$ cat src/rtl/gpio_cfg_pkg.sv
package gpio_cfg_pkg;
  // Register addresses
  localparam int unsigned SEL_ALTF   = 0;
  localparam int unsigned SEL_PULLUP = 1;
  localparam int unsigned SEL_PULLDN = 2;
  localparam int unsigned SEL_DIGEN  = 3;
  localparam int unsigned SEL_KEY    = 4;
  localparam int unsigned SEL_COMMIT = 5;
  localparam int unsigned NUM_CTL    = 4;

  // Code that opens the key register
  localparam logic [31:0] OPEN_CODE = 32'h4C4F_434B;

  typedef enum logic [1:0] {
    CTL_ALTF   = 2'd0,
    CTL_PULLUP = 2'd1,
    CTL_PULLDN = 2'd2,
    CTL_DIGEN  = 2'd3
  } ctl_idx_e;
endpackage

$ cat src/rtl/gpio_cfg_rstsync.sv
module gpio_cfg_rstsync #(
  parameter int unsigned STAGES = 2
) (
  input  logic clk,
  input  logic arst_n,
  output logic srst_n
);
  logic [STAGES-1:0] sync_q;
  logic [STAGES-1:0] sync_d;

  always_comb begin
    sync_d = {sync_q[STAGES-2:0], 1'b1};
  end

  always_ff @(posedge clk or negedge arst_n) begin
    if (!arst_n) sync_q <= '0;
    else         sync_q <= sync_d;
  end

  assign srst_n = sync_q[STAGES-1];
endmodule

$ cat src/rtl/gpio_cfg_keyctl.sv
module gpio_cfg_keyctl
  import gpio_cfg_pkg::*;
#(
  parameter int unsigned PINS      = 8,
  parameter int unsigned DATA_W    = 32,
  parameter logic [PINS-1:0] PROT_MASK = 8'h8F
) (
  input  logic              clk,
  input  logic              rst_n,
  input  logic              key_we,
  input  logic              commit_we,
  input  logic [DATA_W-1:0] wdata,
  output logic              unlocked,
  output logic [PINS-1:0]   commit
);
  logic unlocked_q, unlocked_d;
  logic key_match;

  assign key_match = (wdata[31:0] == OPEN_CODE);

  always_comb begin
    unlocked_d = unlocked_q;
    if (key_we) unlocked_d = key_match;
  end

  always_ff @(posedge clk or negedge rst_n) begin
    if (!rst_n) unlocked_q <= 1'b0;
    else        unlocked_q <= unlocked_d;
  end

  assign unlocked = unlocked_q;

  for (genvar i = 0; i < PINS; i++) begin : g_commit
    if (PROT_MASK[i]) begin : g_prot
      logic bit_q, bit_d, bit_en;
      assign bit_en = commit_we & unlocked_q;
      always_comb begin
        bit_d = bit_q;
        if (bit_en) bit_d = wdata[i];
      end
      always_ff @(posedge clk or negedge rst_n) begin
        if (!rst_n) bit_q <= 1'b0;
        else        bit_q <= bit_d;
      end
      assign commit[i] = bit_q;
    end else begin : g_open
      assign commit[i] = 1'b1;
    end
  end
endmodule

$ cat src/rtl/gpio_cfg_ctlreg.sv
module gpio_cfg_ctlreg #(
  parameter int unsigned PINS      = 8,
  parameter logic [PINS-1:0] PROT_MASK = 8'h8F,
  parameter logic [PINS-1:0] RST_VAL   = 8'h0F
) (
  input  logic            clk,
  input  logic            rst_n,
  input  logic            we,
  input  logic [PINS-1:0] wbits,
  input  logic            unlocked,
  input  logic [PINS-1:0] commit,
  output logic [PINS-1:0] q
);
  logic [PINS-1:0] permit;

  assign permit = ~PROT_MASK | ({PINS{unlocked}} & commit);

  for (genvar i = 0; i < PINS; i++) begin : g_bit
    logic d, en;
    assign en = we & permit[i];
    always_comb begin
      d = q[i];
      if (en) d = wbits[i];
    end
    always_ff @(posedge clk or negedge rst_n) begin
      if (!rst_n) q[i] <= RST_VAL[i];
      else        q[i] <= d;
    end
  end
endmodule

$ cat src/rtl/gpio_cfg_rdport.sv
module gpio_cfg_rdport
  import gpio_cfg_pkg::*;
#(
  parameter int unsigned PINS   = 8,
  parameter int unsigned DATA_W = 32,
  parameter int unsigned ADDR_W = 3
) (
  input  logic                      clk,
  input  logic                      rst_n,
  input  logic [ADDR_W-1:0]         addr,
  input  logic [NUM_CTL*PINS-1:0]   ctl_flat,
  input  logic                      unlocked,
  input  logic [PINS-1:0]           commit,
  output logic [DATA_W-1:0]         rdata
);
  logic [DATA_W-1:0] rd_d, rd_q;

  always_comb begin
    rd_d = '0;
    if (int'(addr) < NUM_CTL) begin
      for (int k = 0; k < NUM_CTL; k++) begin
        if (int'(addr) == k) rd_d[PINS-1:0] = ctl_flat[k*PINS +: PINS];
      end
    end else if (int'(addr) == SEL_KEY) begin
      rd_d[0] = ~unlocked;
    end else if (int'(addr) == SEL_COMMIT) begin
      rd_d[PINS-1:0] = commit;
    end
  end

  always_ff @(posedge clk or negedge rst_n) begin
    if (!rst_n) rd_q <= '0;
    else        rd_q <= rd_d;
  end

  assign rdata = rd_q;
endmodule

$ cat src/rtl/gpio_cfg_guard.sv
module gpio_cfg_guard
  import gpio_cfg_pkg::*;
#(
  parameter int unsigned PINS      = 8,
  parameter int unsigned DATA_W    = 32,
  parameter int unsigned ADDR_W    = 3,
  parameter logic [PINS-1:0] PROT_MASK = 8'h8F,
  parameter logic [PINS-1:0] DBG_MASK  = 8'h0F
) (
  input  logic              clk,
  input  logic              rst_n,
  input  logic              wr_en,
  input  logic [ADDR_W-1:0] addr,
  input  logic [DATA_W-1:0] wdata,
  output logic [DATA_W-1:0] rdata,
  output logic [PINS-1:0]   altf_o,
  output logic [PINS-1:0]   pullup_o,
  output logic [PINS-1:0]   pulldn_o,
  output logic [PINS-1:0]   digen_o
);
  localparam logic [NUM_CTL*PINS-1:0] RST_TABLE =
    {DBG_MASK, {PINS{1'b0}}, DBG_MASK, DBG_MASK};  // digen, pulldn, pullup, altf

  logic                    srst_n;
  logic                    unlocked;
  logic [PINS-1:0]         commit;
  logic [NUM_CTL*PINS-1:0] ctl_flat;
  logic                    key_we, commit_we;

  gpio_cfg_rstsync #(.STAGES(2)) u_rst (
    .clk(clk), .arst_n(rst_n), .srst_n(srst_n)
  );

  assign key_we    = wr_en & (int'(addr) == SEL_KEY);
  assign commit_we = wr_en & (int'(addr) == SEL_COMMIT);

  gpio_cfg_keyctl #(.PINS(PINS), .DATA_W(DATA_W), .PROT_MASK(PROT_MASK)) u_key (
    .clk(clk), .rst_n(srst_n), .key_we(key_we), .commit_we(commit_we),
    .wdata(wdata), .unlocked(unlocked), .commit(commit)
  );

  for (genvar r = 0; r < NUM_CTL; r++) begin : g_ctl
    logic we_r;
    assign we_r = wr_en & (int'(addr) == r);
    gpio_cfg_ctlreg #(
      .PINS(PINS), .PROT_MASK(PROT_MASK), .RST_VAL(RST_TABLE[r*PINS +: PINS])
    ) u_reg (
      .clk(clk), .rst_n(srst_n), .we(we_r), .wbits(wdata[PINS-1:0]),
      .unlocked(unlocked), .commit(commit), .q(ctl_flat[r*PINS +: PINS])
    );
  end

  gpio_cfg_rdport #(.PINS(PINS), .DATA_W(DATA_W), .ADDR_W(ADDR_W)) u_rd (
    .clk(clk), .rst_n(srst_n), .addr(addr), .ctl_flat(ctl_flat),
    .unlocked(unlocked), .commit(commit), .rdata(rdata)
  );

  assign altf_o   = ctl_flat[int'(CTL_ALTF)*PINS   +: PINS];
  assign pullup_o = ctl_flat[int'(CTL_PULLUP)*PINS +: PINS];
  assign pulldn_o = ctl_flat[int'(CTL_PULLDN)*PINS +: PINS];
  assign digen_o  = ctl_flat[int'(CTL_DIGEN)*PINS  +: PINS];
endmodule

$ cat config.mk
export PLATFORM = sky130hd
export DESIGN_NAME = gpio_cfg_guard
export DESIGN_NICKNAME = d
export VERILOG_FILES = /design/src/rtl/gpio_cfg_pkg.sv /design/src/rtl/gpio_cfg_rstsync.sv /design/src/rtl/gpio_cfg_keyctl.sv /design/src/rtl/gpio_cfg_ctlreg.sv /design/src/rtl/gpio_cfg_rdport.sv /design/src/rtl/gpio_cfg_guard.sv
export SDC_FILE = /design/constraint.sdc
export NUM_CORES = 1
export LEC_CHECK = 0
export CAP_MARGIN = 5
export CORE_ASPECT_RATIO = 1.5
export CORE_MARGIN = 3
export CORE_UTILIZATION = 47
export DETAILED_ROUTE_END_ITERATION = 10
export PLACE_DENSITY = 0.86
export SETUP_SLACK_MARGIN = 0.1
export SYNTH_ARGS = -nofsm -noshare
export SYNTH_HDL_FRONTEND = slang
export SYNTH_SLANG_ARGS = --single-unit
$ cat constraint.sdc
create_clock -name clk -period 4.26 [get_ports clk]
set_clock_uncertainty 0.2 [all_clocks]
set_input_delay 0.852 -clock clk [delete_from_list [all_inputs] [get_ports clk]]
set_output_delay 0.852 -clock clk [all_outputs]
set_load 0.02 [all_outputs]
==> After elaboration in Yosys (flattened, before gate mapping) <==
Index checks and enable logic that the tools add are counted.
{ "totals": {"ff_bits": 48, "latch_bits": 0, "ram_bits": 0, "rom_bits": 0, "wordCells": 85, "n_memories": 0} }
{ "op_classes": {"n_addsub": 0, "n_mul": 0, "div_mod_pow": 0, "magnitude_cmp": 1, "eq_ne": 6, "shifts": 0, "mux": 8, "n_bitwise": 29, "n_reduce_logical": 1} }
{ "ops": {"columns": ["cell", "n"], "rows": [
  ["8-bit two-way mux", 6],
  ["32-bit by 31-bit equality test with 1-bit output, second input constant", 1],
  ["1-bit bitwise AND", 27],
  ["3-bit equality test, second input constant", 4],
  ["8-bit bitwise AND", 1],
  ["7-bit two-way mux", 1],
  ["3-bit by 2-bit equality test with 1-bit output, second input constant", 1],
  ["3-bit zero test", 1],
  ["3-bit < comparator, second input constant", 1],
  ["1-bit two-way mux", 1],
  ["1-bit NOT", 1]
]} }

==> Logic depth before layout (Yosys ltp) <==
{ "logic_depth": {"depth_word": 6, "depth_mapped": 6, "ltp_nobuf": 3} }

==> By module <==
From an unflattened synthesis, not the netlist that was laid out.
{ "unflattened": {"hier_cells": 216, "hier_area_um2": 2730.1} }
{ "modules_own_cells": {"columns": ["module", "n_inst", "cells_each", "area_per_inst_um2", "seq_area_each_um2"], "rows": [
  ["gpio_cfg_ctlreg at g_ctl[0].u_reg ...", 3, 22, 351.6, 205.2],
  ["gpio_cfg_rdport", 1, 84, 805.8, 200.2],
  ["gpio_cfg_keyctl", 1, 35, 395.4, 150.1],
  ["gpio_cfg_ctlreg at g_ctl[2].u_reg", 1, 22, 346.6, 200.2],
  ["gpio_cfg_guard", 1, 6, 73.8, 0.0],
  ["gpio_cfg_rstsync", 1, 3, 53.8, 50.0]
]} }

==> Worst setup path before layout <==
OpenSTA, ideal clock, no wires.
{ "synth_timing": {"path_type": "input to register", "startpoint": "in addr[0]", "endpoint": "reg g_ctl[0].u_reg.q[7]", "setup_time_ns": 0.127, "t_arrival_ns": 2.015, "required_time_ns": 3.933, "slack_ns": 1.918, "path_stages": 5, "path_buffers": 2, "cell_sequence": "buf_6 -> or4b_4 -> buf_6 -> nor2_2 -> mux2_1"} }
{ "synth_between": {"elab_chain_cells": 3} }
{ "synth_lines": {"columns": ["item", "line_no", "text"], "rows": [
  ["start, declared", "gpio_cfg_guard.sv:13", "input logic [ADDR_W-1:0] addr,"],
  ["3-bit zero test", "gpio_cfg_guard.sv:44", "assign we_r = wr_en & (int'(addr) == r);"],
  ["1-bit bitwise AND", "gpio_cfg_guard.sv:44", null],
  ["1-bit bitwise AND", "gpio_cfg_ctlreg.sv:20", "assign en = we & permit[i];"],
  ["end signal, assigned by index", "gpio_cfg_ctlreg.sv:26", "if (!rst_n) q[i] <= RST_VAL[i];"],
  ["end, declared", "gpio_cfg_ctlreg.sv:12", "output logic [PINS-1:0] q"]
]} }
No other way between the ends.
A chain may end at the register's enable or synchronous reset.

==> Final worst setup path <==
{ "layout_timing": {"startpoint": "in addr[1]", "endpoint": "reg g_ctl[2].u_reg.q[0]"} }
{ "layout_between": {"elab_chain_cells": 3} }
{ "layout_lines": {"columns": ["item", "line_no"], "rows": [
  ["3-bit equality test", "gpio_cfg_guard.sv:44"],
  ["1-bit bitwise AND", "gpio_cfg_guard.sv:44"],
  ["1-bit bitwise AND", "gpio_cfg_ctlreg.sv:20"],
  ["end signal, assigned by index", "gpio_cfg_ctlreg.sv:26"],
  ["end, declared", "gpio_cfg_ctlreg.sv:12"]
]} }
No other way between the ends.

==> impl_metrics.toml <==
[die]
initial_core_util = 0.501
dieArea_um2 = 6270
die_y_um = 95.5
rows = 31
core_area_um2 = 5000
io_pins = 102
die_w_um = 65.6

[critical_path]
cp-start-kind = "input port"
slowest_delay_ns = 0.98
r2r_cells = 3
crit_path_cell_trace = "clkdlybuf4s50_1, nand4bb_1, nor2_1, mux2_2"
cpMaxStageDelayCell = "clkdlybuf4s50_1"
required_ns = 4.24
startpoint = "addr[1]"
rr_startpoint = "u_key.unlocked$_DFFE_PN0P_"
regToRegSetupSlack_ns = 2.56
arrival_ns = 3.16
crit_fanout = 22
reg2reg_to = "u_key.g_commit[0].g_prot.bit_q$_DFFE_PN0P_"
critPathCaptureType = "flip-flop"
path_class = "in -> reg"

[timing]
worst_slew_pin_slew_ns = 0.980
slew_violations = 0
setup_tns_ns = 0
setup_viol = 0
rsz0062_at_grt = "no"
fin_crit_sh = 0.746
hold_viol_final = 0
period_needed_ns = 3.18
clock.fmax_mhz = 315
slew_headroom = 0.347

[clock_tree]
cts_setup_buffers = 0
numCtsBuffers = 5
ctsResizeCount = 0
cts_buffer_depth = 2
clock-sinks = 48
cts_root_buffer = "clkbuf_8"
cts.htree.levels = 2
insertion_delay_ns = 0.30
postCtsHoldBufs = 0
clkTransAtPathRegs_ns = 0.09
cts_tree = "done"

[finish]
drive_above_1_share = 0.223
mostFrequentLayoutCells = "77 x clkdlybuf4s50_1, 35 x dfrtp_1, 33 x mux2_2"
post-route-util = 0.665
final_common_cell = "clkdlybuf4s50_1"
fillerInstances = 382
nets = 324
syn_to_final_growth_pct = 32.7
antenna_cells = 0

[placement]
place_congestion = 0.808
portBuffers = 77
dp_hpwl_um = 4430

[hold_path]
hp-start = "u_rst.sync_q[0]$_DFF_PN0_"
worstHoldPathCells = 0
holdPathEnd = "u_rst.sync_q[1]$_DFF_PN0_"
min_path_type = "reg -> reg"

[global_routing]
grt_antenna_before_repair = 0
grt_pass1_vias = 1882
grt_pass1_wl_um = 9320
grt_overflow_total = 0
gr-usage-all-layers = 0.195
grt_max_degree = 47

[detailed_routing]
vias = 1836
firstDrtPassIters = 4
vias_per_cell = 5.20
drt_wl_total_um = 5730
drc = 0
drtAntennaViolNets = 0
drt_iter0_drc = 70
routedWlPerCell_um = 16.2

[yosys]
synthCells = 211
synth_mux_area_frac = 0.210
syn_area_um2 = 2510
ys.warnings.count = 0
synth_compound_area_frac = 0.0649
ys_ff_latch = 48
avgSynthCellArea_um2 = 11.9
synth_xor_area_frac = 0
ys_types = 37
synth_simple_gate_area_frac = 0.141
synthAdderAreaFrac = 0
synth_seq_area_share = 0.485
synth_top_family_by_area = "multiplexers"

[pwr]
power_density_nw_per_um2 = 331
p_leak_uw = 0.00140
ir_drop_v = 0.000176

[job]
maxCapViolCount = 0

[status]
status = "finished, final reports clean"
[per-stage QoR]
stage	instance area [µm²]	total power, µW	hold WS [ns]	std cells	setup slack [ns]
after floorplan	2590	678	0.131	234	1.92
after global placement	3220	784	0.136	345	0.883
after detailed placement	3220	791	0.144	345	0.806
after CTS	3330	1110	0.169	353	1.07
after global routing	3330	1150	0.172	353	0.935
final	3330	1100	0.163	353	1.08
[power by group]
group | total, µW | leakage, µW | switching (µW) | internal [µW]
combinational | 254 | 0.000752 | 121 | 134
sequential | 526 | 0.000589 | 33.1 | 493
clock | 320 | 0.0000552 | 146 | 174
total | 1100 | 0.00140 | 300 | 801
[worst max-delay path, delay by kind of cell]
family | cells | cell delay, ns
buf+inv | 1 | 0.98
simple gates | 2 | 0.96
mux | 1 | 0.36
[cell families after synthesis]
kind of cell | count (synthesis)
other cells | 2
buf+inv | 35
mux | 45
simple gates | 56
compound gates | 25
flops | 48
[synthesized netlist by cell type]
library cell,n,area share
mux4_2,1,0.0090
buf_1,1,0.0015
or4b_4,1,0.0055
o211ai_1,4,0.012
clkinv_1,1,0.0015
nor2_2,3,0.0075
mux2i_1,3,0.012
nand2_1,8,0.012
o22ai_1,7,0.017
mux2_4,3,0.018
dfrtp_1,36,0.36
nand3b_1,5,0.015
nor4bb_1,3,0.012
nor4b_1,3,0.010
nor2_1,16,0.024
o21ai_0,2,0.0040
nor2_4,2,0.0090
a22o_1,1,0.0035
a2bb2oi_1,3,0.010
and2_1,4,0.010
buf_6,2,0.0090
nand4_1,2,0.0050
o41ai_1,1,0.0035
mux2_2,33,0.15
mux2_1,5,0.022
nand2b_1,1,0.0025
and4b_1,2,0.0080
dfstp_2,12,0.13
nand4bb_1,2,0.0090
inv_1,1,0.0015
nor2b_1,3,0.0075
clkbuf_1,1,0.0015
nand4b_1,1,0.0035
a21oi_1,7,0.014
buf_4,24,0.072
conb_1,2,0.0030
buf_2,5,0.010
[registers in the layout, indices dropped and copies added, names as in the netlist]
register,count
u_key.unlocked,1
u_rst.sync_q,2
g_ctl.u_reg.q,32
u_rd.rdata,8
u_key.g_commit.g_prot.bit_q,5
[area by class of cell]
class / count / area (µm²) / area share
inverters: 2 / 7.51 / 0.00226
repair buffers: 78 / 778 / 0.234
multi-input cells: 151 / 1130 / 0.341
clock inverters: 2 / 35.0 / 0.0105
flip-flops and latches: 48 / 1220 / 0.366
clock buffers: 6 / 72.6 / 0.0218
well taps: 66 / 82.6 / 0.0248
[per-layer routing]
| layer | up-vias | wire length, µm | share of wire | track usage |
|---|---|---|---|---|
| met2 | 76 | 3070 | 0.54 | 0.337 |
| met5 | - | 0 | 0 | 0 |
| li1 | 855 | - | - | - |
| met4 | 0 | 119 | 0.021 | 0.0761 |
| met3 | 11 | 371 | 0.065 | 0.0401 |
| met1 | 894 | 2170 | 0.38 | 0.235 |
[how the worst max path moves through the flow]
stage | cells past startpoint | end | slack, ns
floorplan | 5 | g_ctl[0].u_reg.q[7]$_DFFE_PN0P_ | 1.92
global placement | 4 | g_ctl[2].u_reg.q[1]$_DFFE_PN0P_ | 0.88
detailed placement | 4 | g_ctl[2].u_reg.q[7]$_DFFE_PN0P_ | 0.81
CTS | 4 | g_ctl[2].u_reg.q[0]$_DFFE_PN0P_ | 1.07
global route | 4 | g_ctl[2].u_reg.q[0]$_DFFE_PN0P_ | 0.94
finish | 4 | g_ctl[2].u_reg.q[0]$_DFFE_PN0P_ | 1.08
Note: power is estimated with default switching activity, not from simulation.
